$ cat src/rtl/ratio_clock_divider_pkg.sv
package ratio_clock_divider_pkg;

  // Output-clock ratio choices. Only the three slowest phases can be routed out.
  typedef enum logic [1:0] {
    TAP_DIV4  = 2'd0,
    TAP_DIV8  = 2'd1,
    TAP_DIV16 = 2'd2
  } tap_e;

  // sel_mid low overrides sel_fast and picks divide by 16.
  function automatic tap_e decode_tap(input logic fast, input logic mid);
    tap_e t;
    if (!mid)      t = TAP_DIV16;
    else if (fast) t = TAP_DIV4;
    else           t = TAP_DIV8;
    return t;
  endfunction

  // Counter bit carrying the chosen ratio: bit n divides by 2^(n+1).
  function automatic logic [1:0] tap_bit(input tap_e t);
    logic [1:0] b;
    case (t)
      TAP_DIV4:  b = 2'd1;
      TAP_DIV8:  b = 2'd2;
      default:   b = 2'd3;
    endcase
    return b;
  endfunction

endpackage

$ cat src/rtl/div_counter.sv
module div_counter #(
  parameter int STAGES = 4
) (
  input  logic              clk,
  input  logic              rst_n,
  input  logic              preset,
  output logic [STAGES-1:0] cnt_q,
  output logic [STAGES-1:0] cnt_next
);

  localparam logic [STAGES-1:0] ONE = STAGES'(1);

  always_comb begin
    if (preset) cnt_next = '0;
    else        cnt_next = cnt_q + ONE;
  end

  always_ff @(posedge clk or negedge rst_n) begin
    if (!rst_n) cnt_q <= '0;
    else        cnt_q <= cnt_next;
  end

endmodule

$ cat src/rtl/div_strobe_gen.sv
module div_strobe_gen #(
  parameter int STAGES = 4
) (
  input  logic [STAGES-1:0] cnt_q,
  output logic [STAGES-1:0] stb
);

  // Ratio n fires when every counter bit up to and including n is set.
  for (genvar n = 0; n < STAGES; n++) begin : g_stb
    assign stb[n] = &cnt_q[n:0];
  end

endmodule

$ cat src/rtl/div_out_sel.sv
module div_out_sel
  import ratio_clock_divider_pkg::*;
#(
  parameter int STAGES = 4
) (
  input  logic              clk,
  input  logic              rst_n,
  input  logic [STAGES-1:0] cnt_next,
  input  logic              sel_fast,
  input  logic              sel_mid,
  input  logic              sel_inv,
  output logic              clk_out
);

  tap_e       tap;
  logic [1:0] tap_idx;
  logic       tap_val;

  always_comb begin
    tap     = decode_tap(sel_fast, sel_mid);
    tap_idx = tap_bit(tap);
    tap_val = cnt_next[tap_idx] ^ sel_inv;
  end

  // Re-time on the fast clock so the mux and inverter cannot glitch the output.
  always_ff @(posedge clk or negedge rst_n) begin
    if (!rst_n) clk_out <= 1'b0;
    else        clk_out <= tap_val;
  end

endmodule

$ cat src/rtl/ratio_clock_divider.sv
module ratio_clock_divider #(
  parameter int STAGES = 4
) (
  input  logic              clk,
  input  logic              rst_n,
  input  logic              preset,
  input  logic              sel_fast,
  input  logic              sel_mid,
  input  logic              sel_inv,
  output logic [STAGES-1:0] div_phase,
  output logic [STAGES-1:0] div_stb,
  output logic              clk_out
);

  logic [STAGES-1:0] cnt_q;
  logic [STAGES-1:0] cnt_next;
  logic              count_wrap;

  div_counter #(.STAGES(STAGES)) u_counter (
    .clk      (clk),
    .rst_n    (rst_n),
    .preset   (preset),
    .cnt_q    (cnt_q),
    .cnt_next (cnt_next)
  );

  div_strobe_gen #(.STAGES(STAGES)) u_strobe (
    .cnt_q (cnt_q),
    .stb   (div_stb)
  );

  div_out_sel #(.STAGES(STAGES)) u_out_sel (
    .clk      (clk),
    .rst_n    (rst_n),
    .cnt_next (cnt_next),
    .sel_fast (sel_fast),
    .sel_mid  (sel_mid),
    .sel_inv  (sel_inv),
    .clk_out  (clk_out)
  );

  assign div_phase  = cnt_q;
  assign count_wrap = div_stb[STAGES-1];

endmodule

$ cat config.mk
export PLATFORM = sky130hd
export DESIGN_NAME = ratio_clock_divider
export DESIGN_NICKNAME = d
export VERILOG_FILES = /design/src/rtl/ratio_clock_divider_pkg.sv /design/src/rtl/div_counter.sv /design/src/rtl/div_strobe_gen.sv /design/src/rtl/div_out_sel.sv /design/src/rtl/ratio_clock_divider.sv
export SDC_FILE = /design/constraint.sdc
export NUM_CORES = 1
export LEC_CHECK = 0
export BUFFER_PORTS_ARGS = -buffer_cell sky130_fd_sc_hd__buf_2
export CAP_MARGIN = 20
export CELL_PAD_IN_SITES_DETAIL_PLACEMENT = 1
export CELL_PAD_IN_SITES_GLOBAL_PLACEMENT = 1
export CORE_AREA = 2 2 39 41
export CTS_BUF_LIST = sky130_fd_sc_hd__clkbuf_16
export DETAILED_ROUTE_END_ITERATION = 10
export DIE_AREA = 0 0 41 43
export GPL_TIMING_DRIVEN = 1
export PLACE_DENSITY = 0.49
export SLEW_MARGIN = 10
export SYNTH_ARGS = -nofsm -noshare
export SYNTH_HDL_FRONTEND = slang
export SYNTH_HIERARCHICAL = 1
export SYNTH_SLANG_ARGS = --single-unit
$ cat constraint.sdc
create_clock -name clk -period 1.95 [get_ports clk]
set_input_delay 0 -clock clk [delete_from_list [all_inputs] [get_ports clk]]
set_output_delay 0 -clock clk [all_outputs]
set_load 0.05 [all_outputs]
Word-level counts from Yosys, hierarchy flattened. Index checks and enable logic that the tools add are counted.

$add $sub $neg: 1. Order comparisons: 1. Eq/ne operators: 1. Mux-type cells: 6. Bitwise operators: 1. Reduce and logical (&&, ||, !) cells: 4.

Operators with widths (number): 4-bit by 1-bit adder with 4-bit output (second input constant) (1); 4-bit 2-to-1 mux (1); 2-bit one-hot mux with 2 select lines (1); 4-bit AND reduction (1); 2-bit by 3-bit less-than comparator with 1-bit output (second input constant) (1); 3-bit AND reduction (1); 1-bit binary-select mux with 2-bit select (1); 2-bit by 1-bit == test with 1-bit output (second input constant) (1); 2-bit logical NOT (1); 1-bit 2-to-1 mux (2); 2-bit 2-to-1 mux (1); 2-bit AND reduction (1); 1-bit bitwise XOR (1).

Flip-flop bits (word level): 5. Input bits: 6. Output and inout bits: 9. Word-level logic and storage cells: 16.

Depth between registers and ports, before layout.
Word-level depth: 7. Depth in mapped cells: 6. Depth with buffers taken out: 6.

Hierarchy. The synthesis kept the hierarchy.

Modules (own cells, without submodules): div_counter (instances 1, cells each 13, area each 170.2 um^2, sequential area each 100.1 um^2); div_out_sel (instances 1, cells each 5, area each 52.6 um^2, sequential area each 25.0 um^2); div_strobe_gen (instances 1, cells each 4, area each 31.3 um^2, sequential area each 0.0 um^2).

Worst setup path before layout. OpenSTA, ideal clock, no wires.

Path type: register -> register. Start: reg u_counter.cnt_q[0]. End: reg u_out_sel.clk_out. Setup time: 0.128 ns. Arrival: 1.478 ns. Data required time: 1.822 ns. Path slack: 0.344 ns. Stages on the path, launching flop included: 6. Buffers on the path: 0. Clock period less this slack: 1.606 ns. Path through: dfrtp_1 > ha_1 > nor2b_1 > mux2i_1 > a21oi_1 > xor2_1.

Word-level cells in the longest chain between the ends: 5.

RTL lines: from (decl) (line div_counter.sv:7) `output logic [STAGES-1:0] cnt_q,`; from (signal assigned) (line div_counter.sv:20) `else cnt_q <= cnt_next;`; 4-bit by 1-bit adder with 4-bit output (line div_counter.sv:15) `else cnt_next = cnt_q + ONE;`; 4-bit 2-to-1 mux (line div_counter.sv:14) `if (preset) cnt_next = '0;`; via cnt_next[1] (line ratio_clock_divider.sv:16) `logic [STAGES-1:0] cnt_next;`; 1-bit binary-select mux with 2-bit select (line div_out_sel.sv:22) `tap_val = cnt_next[tap_idx] ^ sel_inv;`; 1-bit 2-to-1 mux (implied by the code) (line div_out_sel.sv:22); 1-bit bitwise XOR (line div_out_sel.sv:22); via u_out_sel.tap_val (line div_out_sel.sv:17) `logic tap_val;`; to (signal assigned) (line div_out_sel.sv:28) `else clk_out <= tap_val;`; to (decl) (line div_out_sel.sv:12) `output logic clk_out`.

The timed path passes the listed nets, and every way through them passes these cells. The select of a mux whose other input is x is not followed.

Worst setup path after layout. Ends and elaborated chain as after synthesis.

==> metrics.md <==
| Metric | Value |
|---|---|
| Status | `completed` |
| # diodes | `0` |
| Reg2reg start | `u_counter/cnt_q[0]` |
| Crit share post-route | `73.74%` |
| Sequential share of power | `22.7%` |
| Power density over the cells | `1197 nW/µm²` |
| Metal2 WL | `230 µm` |
| Post-synthesis sequential area ratio | `49.26%` |
| Starting density of the core | `18.35%` |
| Post-synth cell types | `14` |
| Slowest stage delay, CP | `0.44 ns` |
| Ratio of cells with drive above 1 in the final layout | `50.00%` |
| H-tree depth | `1` |
| Hold_ws | `0.09847 ns` |
| Row count | `14` |
| DIE WIDTH | `41 µm` |
| Worst Skew | `0.002653 ns` |
| Met3 WL | `88 µm` |
| Max Used Layer | `met4` |
| Vias post-DR | `238` |
| Worst setup margin | `0.5121 ns` |
| Clock-pin slew on the worst setup and hold paths | `0.03 ns` |
| Final WL | `570 µm` |
| Hold Vio Cnt, Final | `0` |
| Startpoint Class | `flop` |
| Int Pwr | `0.4013 mW` |
| Max-Cap Viols | `0` |
| Synth Register Bits | `5` |
| Final Wtd Congestion | `0.6079` |
| Worst reg2reg endpoint | `u_out_sel/clk_out` |
| Port Buf Inserts | `14` |
| Crit path max fanout | `8` |
| Die Area | `1763 µm²` |
| Synth async-reset ratio | `100.0%` |
| Residual DRC count | `0` |
| Clock Path Buffers | `2` |
| Worst path arrival time | `1.59 ns` |
| Post-route ant nets | `0` |
| I/O pins | `15` |
| Vias in the first global route | `218` |
| Leak | `0.2407 nW` |
| FF-to-FF setup slack | `0.51 ns` |
| Drt via density | `4.103` |
| Most common cell in the netlist | `dfrtp_1` |
| Grt ovf | `0` |
| Synthesized instance count | `22` |
| Avg Synthesized Cell Area | `11.55 µm²` |
| Worst Tran Pin Value | `0.2544 ns` |
| # resized after CTS | `0` |
| CP Cell Sequence | `ha_1 > xnor2_1 > nor2_1 > mux2i_1 > a21oi_1 > xor2_1` |
| Sw Share | `24.76%` |
| Most used DFF post-synth | `dfrtp_1` |
| Clock power frac | `63.0%` |
| Endpoints failing setup | `0` |
| Critical Path RT | `2.10 ns` |
| Post-synth EDFFs | `0` |
| Achievable Freq | `0.6955 GHz` |
| Crit. End Element | `flop` |
| Combinational group share of total power | `14.4%` |
| Clock sink count | `5` |
| Total core area | `1384 µm²` |
| RSZ-0062 raised after global routing | `no` |
| Yosys top cell by area | `dfrtp_1` |
| Slew Limit Fails | `0` |
| Fill cells | `160` |
| Initial DRC Count | `0` |
| Setup TNS | `0 ns` |
| Post-layout min period | `1.438 ns` |
| Wire length on met1 | `229 µm` |
| Post-Syn Area | `254.0 µm²` |
| CP Class | `reg2reg` |
| Area Overhead vs Synth | `75.37%` |
| Slew HR | `83.16%` |
| R2r worst-path depth | `6` |
| Top cells by count, synth | `dfrtp_1, nor2_1, nor2b_1` |
| Post-place setup slack | `0.4907 ns` |
| Drt first pass iters | `1` |
| Die height | `43 µm` |
| Worst skew pair latency | `0.23 ns` |
| Worst VDD drop | `0.0005271 V` |
| Global-route wire length before repair | `890 µm` |
| Net Sw Power | `0.1321 mW` |
| Top-area cell type share of the netlist area | `49.26%` |
| Initial antenna violation count | `0` |
| Total Routing Usage GR | `8.182%` |
| Largest net degree at the start of global routing | `9` |
| Mapped Nets | `29` |
| Root Buffer | `clkbuf_16` |
| CP Capture Point | `u_out_sel/clk_out` |
| Slowest library cell on the worst path | `dfrtp_1` |
| Synth warn | `6` |
| Final nets | `50` |
| Critical path startpoint | `u_counter/cnt_q[0]` |
| CTS Buf Count | `3` |
| DR WL/cell | `9.828 µm` |
| CTS tree | `done` |
| HP Class | `in2reg` |
| Synth top area cells | `dfrtp_1, mux2_4, nor2_1` |
## layout make-up
cell class | instances | area, µm² | share of cell area [%]
sequential | 5 | 125.1 | 28.09
clock buffer | 3 | 75.07 | 16.85
clock inverter | 1 | 3.754 | 0.8427
tap | 16 | 20.02 | 4.494
multi-input combinational | 16 | 121.4 | 27.25
timing repair buffer | 17 | 100.1 | 22.47
## critical path, delay by kind of cell, from the launching register on
kind            cells  cell delay, ns
fa+ha+maj           1            0.24
mux                 1            0.09
simple gates        1            0.12
flops               1            0.44
xor+xnor            2            0.28
compound gates      1            0.18
## placed cells by master (no fill, tap or decap)
cell type / n
buf_2: 14
dfrtp_1: 5
nor2_1: 4
clkbuf_16: 3
dlygate4sd3_1: 3
nor2b_1: 2
inv_1: 1
xnor2_1: 1
nand3_2: 1
mux2_4: 1
ha_1: 1
mux2i_1: 1
a21oi_1: 1
xor2_1: 1
and2_2: 1
and4_1: 1
and3_2: 1
## worst min-delay path by stage
stage	end	depth (start not counted)	slack, ns	from
detailed placement	u_out_sel/clk_out	1	-0.18	rst_n
finish	u_out_sel/clk_out	3	0.1	sel_mid
floorplan	u_counter/cnt_q[0]	0	-0.30	rst_n
global route	u_out_sel/clk_out	3	0.13	sel_mid
CTS	u_out_sel/clk_out	3	0.11	sel_mid
global placement	u_out_sel/clk_out	1	-0.18	rst_n
## power groups by stage
stage | Combinational (mW) | Sequential [mW] | Clock (mW)
2_1_floorplan | 0.0254 | 0.149 | 0
3_3_place_gp | 0.0729 | 0.122 | 0
3_5_place_dp | 0.0731 | 0.122 | 0
4_1_cts | 0.0780 | 0.121 | 0.341
5_1_grt | 0.0821 | 0.122 | 0.348
6_report | 0.0767 | 0.121 | 0.336
## metrics by stage
step	cell area, µm²	power [mW]	utilization [%]	instances
final	445.4	0.5334	32.19	58
after global routing	445.4	0.5526	32.19	58
after CTS	445.4	0.5397	32.19	58
after detailed placement	336.6	0.1953	24.32	51
after global placement	336.6	0.1947	24.32	51
after floorplan	254.0	0.1742	-	22
## metal layers
layer	track usage, %	vias to the layer above
met5	0	-
met3	5.236	2
met2	10.63	14
met4	8.000	0
li1	-	115
met1	8.197	107
## cell families (layout without fill, tap and decap cells)
group | count (synthesis) | count (layout) | synth area share [%]
simple gates | 10 | 10 | 24.14
flops | 5 | 5 | 49.26
xor+xnor | 2 | 2 | 6.898
mux | 2 | 2 | 9.851
fa+ha+maj | 1 | 1 | 4.925
compound gates | 1 | 1 | 1.969
buf+inv | 1 | 21 | 2.957
## sequential cells by signal, summed over array words and instances, names as in the netlist
name,count
u_out_sel/clk_out,1
u_counter/cnt_q,4
## what timing repair did
action                                 in CTS  in global routing
endpoints found under the hold margin       7                  0
hold buffers                                3                  0
setup buffers                               0                  0
Power figures use the tool's default switching activity.
